==> config.mk <==
export PLATFORM = sky130hd
export DESIGN_NAME = paged_xram
export DESIGN_NICKNAME = d
export VERILOG_FILES = /design/src/rtl/xram_pkg.sv /design/src/rtl/xram_page_reg.sv /design/src/rtl/xram_addr_gen.sv /design/src/rtl/xram_array.sv /design/src/rtl/paged_xram.sv
export SDC_FILE = /design/constraint.sdc
export NUM_CORES = 2
export LEC_CHECK = 0
export BUFFER_PORTS_ARGS = -buffer_cell sky130_fd_sc_hd__clkbuf_2
export CORE_MARGIN = 2
export CORE_UTILIZATION = 25
export CTS_CLUSTER_DIAMETER = 60
export DETAILED_ROUTE_END_ITERATION = 7
export PLACE_DENSITY = 0.49
export SLEW_MARGIN = 25
export SYNTH_ARGS = -nofsm -noshare
export SYNTH_HDL_FRONTEND = slang
export SYNTH_SLANG_ARGS = --single-unit
==> constraint.sdc <==
create_clock -name clk -period 2.56 [get_ports clk]
set_clock_uncertainty 0.1 [all_clocks]
set_input_delay 0.768 -clock clk [delete_from_list [all_inputs] [get_ports clk]]
set_output_delay 0.768 -clock clk [all_outputs]
set_load 0.005 [all_outputs]
==> src/rtl/xram_pkg.sv <==
`timescale 1ns/1ps
package xram_pkg;
  // address-forming modes
  typedef enum logic {
    MODE_PTR16 = 1'b0,
    MODE_OPND8 = 1'b1
  } xmode_e;

  localparam int unsigned DEF_ADDR_W    = 16;
  localparam int unsigned DEF_DATA_W    = 8;
  localparam int unsigned DEF_OPND_W    = 8;
  localparam int unsigned DEF_RAM_BYTES = 512;
  localparam logic [7:0]  DEF_PAGE_SFR  = 8'hAA;
endpackage

==> src/rtl/xram_page_reg.sv <==
`timescale 1ns/1ps
module xram_page_reg #(
  parameter int unsigned DATA_W   = 8,
  parameter int unsigned PAGE_W   = 1,
  parameter logic [7:0]  SFR_ADDR = 8'hAA
) (
  input  logic              clk,
  input  logic              rst_n,
  input  logic [7:0]        sfr_addr,
  input  logic              sfr_we,
  input  logic [DATA_W-1:0] sfr_wdata,
  output logic [PAGE_W-1:0] page_q,
  output logic [DATA_W-1:0] sfr_rdata
);
  localparam int unsigned PAD_W = DATA_W - PAGE_W;

  logic hit;
  logic unused_wdata_hi;

  assign hit             = (sfr_addr == SFR_ADDR);
  assign unused_wdata_hi = ^sfr_wdata[DATA_W-1:PAGE_W];

  always_ff @(posedge clk or negedge rst_n) begin
    if (!rst_n)
      page_q <= '0;
    else if (sfr_we && hit)
      page_q <= sfr_wdata[PAGE_W-1:0];
  end

  always_comb begin
    sfr_rdata = '0;
    if (hit)
      sfr_rdata = {{PAD_W{1'b0}}, page_q};
  end
endmodule

==> src/rtl/xram_addr_gen.sv <==
`timescale 1ns/1ps
module xram_addr_gen
  import xram_pkg::*;
#(
  parameter int unsigned ADDR_W = 16,
  parameter int unsigned OPND_W = 8,
  parameter int unsigned IDX_W  = 9,
  parameter int unsigned PAGE_W = 1
) (
  input  xmode_e            mode,
  input  logic [ADDR_W-1:0] ptr,
  input  logic [OPND_W-1:0] opnd,
  input  logic [PAGE_W-1:0] page,
  output logic [IDX_W-1:0]  idx
);
  logic [IDX_W-1:0] idx_ptr;
  logic [IDX_W-1:0] idx_opnd;
  logic             unused_ptr_hi;

  // upper pointer bits do not take part: the RAM aliases modulo its size
  assign idx_ptr       = ptr[IDX_W-1:0];
  assign unused_ptr_hi = ^ptr[ADDR_W-1:IDX_W];

  generate
    if (IDX_W > OPND_W) begin : g_paged
      assign idx_opnd = {page, opnd};
    end else begin : g_flat
      logic unused_page;
      assign unused_page = ^page;
      assign idx_opnd    = opnd[IDX_W-1:0];
    end
  endgenerate

  assign idx = (mode == MODE_OPND8) ? idx_opnd : idx_ptr;
endmodule

==> src/rtl/xram_array.sv <==
`timescale 1ns/1ps
module xram_array #(
  parameter int unsigned DEPTH  = 512,
  parameter int unsigned IDX_W  = 9,
  parameter int unsigned DATA_W = 8
) (
  input  logic              clk,
  input  logic              rst_n,
  input  logic              acc_en,
  input  logic              acc_we,
  input  logic [IDX_W-1:0]  idx,
  input  logic [DATA_W-1:0] wdata,
  input  logic              rsp_ready,
  output logic              rsp_valid,
  output logic [DATA_W-1:0] rsp_data
);
  logic [DATA_W-1:0] mem [DEPTH];

  always_ff @(posedge clk) begin
    if (acc_en && acc_we)
      mem[idx] <= wdata;
  end

  always_ff @(posedge clk or negedge rst_n) begin
    if (!rst_n) begin
      rsp_valid <= 1'b0;
      rsp_data  <= '0;
    end else if (acc_en && !acc_we) begin
      rsp_valid <= 1'b1;
      rsp_data  <= mem[idx];
    end else if (rsp_ready) begin
      rsp_valid <= 1'b0;
    end
  end
endmodule

==> src/rtl/paged_xram.sv <==
`timescale 1ns/1ps
module paged_xram
  import xram_pkg::*;
#(
  parameter int unsigned ADDR_W    = DEF_ADDR_W,
  parameter int unsigned DATA_W    = DEF_DATA_W,
  parameter int unsigned OPND_W    = DEF_OPND_W,
  parameter int unsigned RAM_BYTES = DEF_RAM_BYTES,
  parameter logic [7:0]  SFR_ADDR  = DEF_PAGE_SFR
) (
  input  logic              clk,
  input  logic              rst_n,
  input  logic              req_valid,
  output logic              req_ready,
  input  logic              req_write,
  input  logic              req_mode,
  input  logic [ADDR_W-1:0] req_ptr,
  input  logic [OPND_W-1:0] req_opnd,
  input  logic [DATA_W-1:0] req_wdata,
  output logic              rsp_valid,
  input  logic              rsp_ready,
  output logic [DATA_W-1:0] rsp_data,
  input  logic [7:0]        sfr_addr,
  input  logic              sfr_we,
  input  logic [DATA_W-1:0] sfr_wdata,
  output logic [DATA_W-1:0] sfr_rdata
);
  localparam int unsigned IDX_W  = $clog2(RAM_BYTES);
  localparam int unsigned PAGE_W = (IDX_W > OPND_W) ? (IDX_W - OPND_W) : 1;

  logic [PAGE_W-1:0] page_q;
  logic [IDX_W-1:0]  idx;
  logic              acc_en;

  assign req_ready = !rsp_valid || rsp_ready;
  assign acc_en    = req_valid && req_ready;

  xram_page_reg #(
    .DATA_W   (DATA_W),
    .PAGE_W   (PAGE_W),
    .SFR_ADDR (SFR_ADDR)
  ) u_page (
    .clk       (clk),
    .rst_n     (rst_n),
    .sfr_addr  (sfr_addr),
    .sfr_we    (sfr_we),
    .sfr_wdata (sfr_wdata),
    .page_q    (page_q),
    .sfr_rdata (sfr_rdata)
  );

  xram_addr_gen #(
    .ADDR_W (ADDR_W),
    .OPND_W (OPND_W),
    .IDX_W  (IDX_W),
    .PAGE_W (PAGE_W)
  ) u_agen (
    .mode (xmode_e'(req_mode)),
    .ptr  (req_ptr),
    .opnd (req_opnd),
    .page (page_q),
    .idx  (idx)
  );

  xram_array #(
    .DEPTH  (RAM_BYTES),
    .IDX_W  (IDX_W),
    .DATA_W (DATA_W)
  ) u_mem (
    .clk       (clk),
    .rst_n     (rst_n),
    .acc_en    (acc_en),
    .acc_we    (req_write),
    .idx       (idx),
    .wdata     (req_wdata),
    .rsp_ready (rsp_ready),
    .rsp_valid (rsp_valid),
    .rsp_data  (rsp_data)
  );
endmodule

Word level (Yosys, flattened, before mapping)
Memory sizes are Yosys's and may differ from the RTL's. A register that Yosys moved wholly into a read port is not among the register bits.
Index checks and enable logic that the tools add are counted.

operators by class
  equality and inequality tests = 1
  multiplexer cells = 6
  reductions and logical operators = 9

operator list
  kind                                  count
  two-way mux 9 bit                     1
  == test 8 bit, second input constant  1
  two-way mux 1 bit                     5
  logical AND 1 bit                     4
  logical NOT 1 bit                     3
  nonzero test 2 bit                    1
  logical OR 1 bit                      1

word-level totals
  logic and storage cells = 19
  register bits after elaboration = 2
  memories = 1
  RAM bits = 4096
  input bits = 55

memories
  memory     words  bits a word  read ports  clocked after Yosys merged registers in  write ports  line              RTL
  u_mem.mem  512    8            1           1                                        1            xram_array.sv:17  logic [DATA_W-1:0] mem [DEPTH];

Longest topological paths before layout
  depth in word-level cells = 6
  gate-level depth with buffers = 13
  depth with buffers taken out = 8

Hierarchy
A second synthesis with hierarchy kept.

second synthesis, totals
  cells, all modules = 7486
  area, all modules = 159474.2 µm²

by module, submodules not included
  module         sequential area each (µm²)  area each (µm²)  cells an instance  instances
  xram_array     123223.2                    159166.4         7460               1
  xram_addr_gen  0.0                         146.4            10                 1
  xram_page_reg  25.0                        138.9            14                 1
  paged_xram     0.0                         22.5             2                  1

Worst setup path after synthesis
No wires, ideal clock.

  path kind = input port to flip-flop
  start = input port req_mode
  end = memory u_mem.mem[212][0] (enable)
  data arrival time = 3.029 ns
  required time = 2.090 ns
  slack = -0.939 ns
  stages = 9
  setup time = 0.370 ns
  cell sequence = buf_2 -> nor3b_1 -> or2_2 -> clkbuf_1 -> clkbuf_1 -> buf_1 -> nand2_1 -> clkbuf_1 -> nor2_1

between the ends
  cells in the longest elaborated chain, start to end = 1

ends and longest elaborated chain
  item                line                 RTL
  start: declaration  paged_xram.sv:16     input logic req_mode,
  two-way mux 9 bit   xram_addr_gen.sv:34  assign idx = (mode == MODE_OPND8) ? idx_opnd : idx_ptr;
  end: declaration    xram_array.sv:17

Every way passes these cells.

Final worst setup path
  start = input port req_mode
  end = register u_mem.rsp_data[6], read port of u_mem.mem

between the ends
  cells in the longest elaborated chain, start to end = 1

ends and longest elaborated chain
  item               line                 RTL
  two-way mux 9 bit  xram_addr_gen.sv:34
  end: declaration   xram_array.sv:15     output logic [DATA_W-1:0] rsp_data

Every way passes these cells.
A chain may end at the register's enable or synchronous reset.

==> qor.yml <==
clkSinkCount: 4106
status: "finished, violations left"
grt_max_degree: 108
ys.flop_type: "edfxtp_1"
drv_cap: 0
slew_violations: 0
setup_slack_ns: -0.893
final_antenna_net_count: 0
overflow: 0
yosysWarnings: 0
cp.required_ns: 3.34
drt_wl_total_mm: 516
fin_crit_ns: 3.45
io_buffers: 51
syn_area_um2: 158000
switching_share_pct: 22.8
path_clk_slew_ns: 0.06
tightest_slew_ns: 0.770
die_w_um: 799
holdPathEnd: "u_mem.mem[122][3]"
drive_above_1_share_pct: 32.5
hold_depth: 1
synth_seq_cells: 4106
peakVddDrop_uv: 600
r2r_cells: 11
hold_viol_final: 0
r2r_start: "u_page.page_q"
floorplan.initialDensity_pct: 25.0
max_freq_mhz: 290
fillCellCount: 60300
worstSetupEndpointType: "register"
rr_endpoint: "u_mem.rsp_data[5]"
pwr-share-clk_pct: 42.0
dp_hpwl_mm: 346
clk_latency_ns: 1.01
min_period_over_period_pct: 135
final_common_cell: "edfxtp_1"
leakage_nw: 68.8
powerDensity_nw_per_um2: 728
drt_iter0_drc: 9106
drc_errors: 0
synth-edff-count: 4096
max-slew-margin-rel_pct: 48.7
critical_path_arrival_ns: 4.23
holdWs_ns: 0.0934
critical_path.startpoint_type: "primary input"
core_area_um2: 631000
firstDrtPassIters: 5
rrSetupSlack_ns: -0.56
layout_common_cells: "edfxtp_1, buf_4, mux2i_1, o22ai_1, clkbuf_16"
synthCells: 8319
hp-start: "req_wdata[3]"
dr_total_vias: 89000
nNetsFinal: 10200
setup_viol_count_final: 3452
combPwrFrac_pct: 8.3
antenna_found_initial: 47
internal_power_w: 0.115
htreeDepth: 5
worstPathMaxFanout: 18
grt_usage_pct: 15.5
avgViaCountPerCell: 4.70
finalSetupTns_ns: -334.98
power.switching_w: 0.0339
syn_area_per_cell_um2: 19.0
seq_area_frac_synth_pct: 78.0
grt_pass1_vias: 90300
root_buffer: "clkbuf_16"
startpoint: "req_mode"
violations: "negative setup slack"
rows: 292
seqPwrFrac_pct: 49.7
cts_tree: "built"
clockBufferDepth: 4
syn2layout_area_growth_pct: 29.4
place_congestion: 0.834
ios: 73
async_flop_share_pct: 0.244
fp.dieH_um: 799
post_drt_wl_per_cell_um: 27.2
path_class: "primary input to register"
dieArea_um2: 639000
worstHoldPathType: "primary input to register"
cts_buffers: 437
grt_pass1_wl_mm: 711
rsz0062_at_grt: "true"
synth.distinct_cells: 53
==> metal layers <==
layer / wire, um / GRT usage (%)
met4: 13800 / 3.63
met2: 251000 / 26.3
met5: 100 / 0
met3: 33000 / 2.34
met1: 218000 / 21.0
==> worst max path at each step <==
stage | to | slack (ns) | cells after the start
2_1_floorplan | u_mem.mem[510][0] | -0.77 | 9
3_3_place_gp | u_mem.rsp_data[5] | -3.29 | 15
3_5_place_dp | u_mem.rsp_data[6] | -2.72 | 15
4_1_cts | u_mem.rsp_data[5] | -0.79 | 15
5_1_grt | u_mem.rsp_data[5] | -0.88 | 14
6_report | u_mem.rsp_data[6] | -0.89 | 16
==> critical path, cell delays in order <==
cell and delay (ns):
clkbuf_16 0.13, buf_8 0.13, mux2_8 0.32, buf_6 0.19, buf_16 0.21, buf_4 0.21, buf_4 0.17, mux2i_1 0.21
o22ai_1 0.17, buf_4 0.17, nor4_1 0.30, o22ai_1 0.15, o21ai_0 0.24, buf_4 0.19, nand4_1 0.33, o22a_1 0.29
==> through the flow <==
step	worst slack [ns]	utilization [%]	cells	power [W]	cell area, um2
2_1_floorplan	-0.775	-	8325	0.0801	160000
3_3_place_gp	-3.29	29.4	18000	0.0867	186000
3_5_place_dp	-2.72	29.4	18000	0.0868	186000
4_1_cts	-0.792	32.2	18900	0.150	203000
5_1_grt	-0.881	32.4	18900	0.153	205000
6_report	-0.893	32.4	18900	0.149	205000
==> power by group through the flow <==
stage / Clock, W / Sequential, W / Combinational [W]
after floorplan: 0 / 0.0754 / 0.00465
after global placement: 0 / 0.0755 / 0.0112
after detailed placement: 0 / 0.0755 / 0.0113
after CTS: 0.0636 / 0.0740 / 0.0122
after global routing: 0.0661 / 0.0740 / 0.0129
final: 0.0625 / 0.0741 / 0.0124
==> sequential cells by signal, summed over array words and instances, names as in the netlist <==
register	flops
u_mem.rsp_data	8
u_mem.mem	4096
u_mem.rsp_valid	1
u_page.page_q	1
==> cells in the mapped netlist (5+ instances only) <==
| master | instances | area, um2 |
|---|---|---|
| a41oi_1 | 35 | 307 |
| nor3_1 | 5 | 25.0 |
| buf_2 | 263 | 1320 |
| o22ai_1 | 709 | 4440 |
| a22oi_1 | 80 | 601 |
| mux4_2 | 374 | 8420 |
| a22o_1 | 6 | 52.6 |
| o41ai_1 | 36 | 315 |
| edfxtp_1 | 4096 | 123000 |
| buf_1 | 36 | 135 |
| nand2b_1 | 6 | 37.5 |
| nand2_1 | 244 | 916 |
| nand4_1 | 24 | 150 |
| o21ai_2 | 6 | 52.6 |
| dfrtp_1 | 10 | 250 |
| nor4_1 | 139 | 870 |
| clkbuf_1 | 202 | 758 |
| o32a_1 | 6 | 60.1 |
| mux2i_1 | 1303 | 13000 |
| o21ai_0 | 27 | 135 |
| a21oi_1 | 90 | 450 |
| buf_4 | 26 | 195 |
| buf_6 | 11 | 124 |
| nor2_1 | 527 | 1980 |
==> timing repair <==
item,4_1_cts,5_1_grt
pin swaps,107,67
setup endpoints to repair,3540,3290
cloned,20,6
resized for setup,397,232
hold buffers,5,0
buffers inserted,79,32
hold endpoints to repair,25,0
==> kinds of logic after synthesis <==
family,after synthesis,synth area share [%]
other,1,0.00237
DFF,4106,78.0
buffers and inverters,539,1.60
and+or+nand+nor,971,2.63
AOI/OAI and AO/OA,1021,4.20
muxes,1681,13.6
==> layout make-up <==
type | count | area, um2 | share of cell area (%)
clock inverters | 270 | 2740 | 1.34
multi-input cells | 3681 | 35900 | 17.6
repair buffers | 1956 | 20800 | 10.2
flip-flops and latches | 4106 | 123000 | 60.2
clock buffers | 535 | 11400 | 5.56
diodes | 8 | 20.0 | 0.00978
well taps | 8379 | 10500 | 5.12
inverters | 1 | 3.75 | 0.00183
Note: power is estimated with default switching activity, not from simulation.
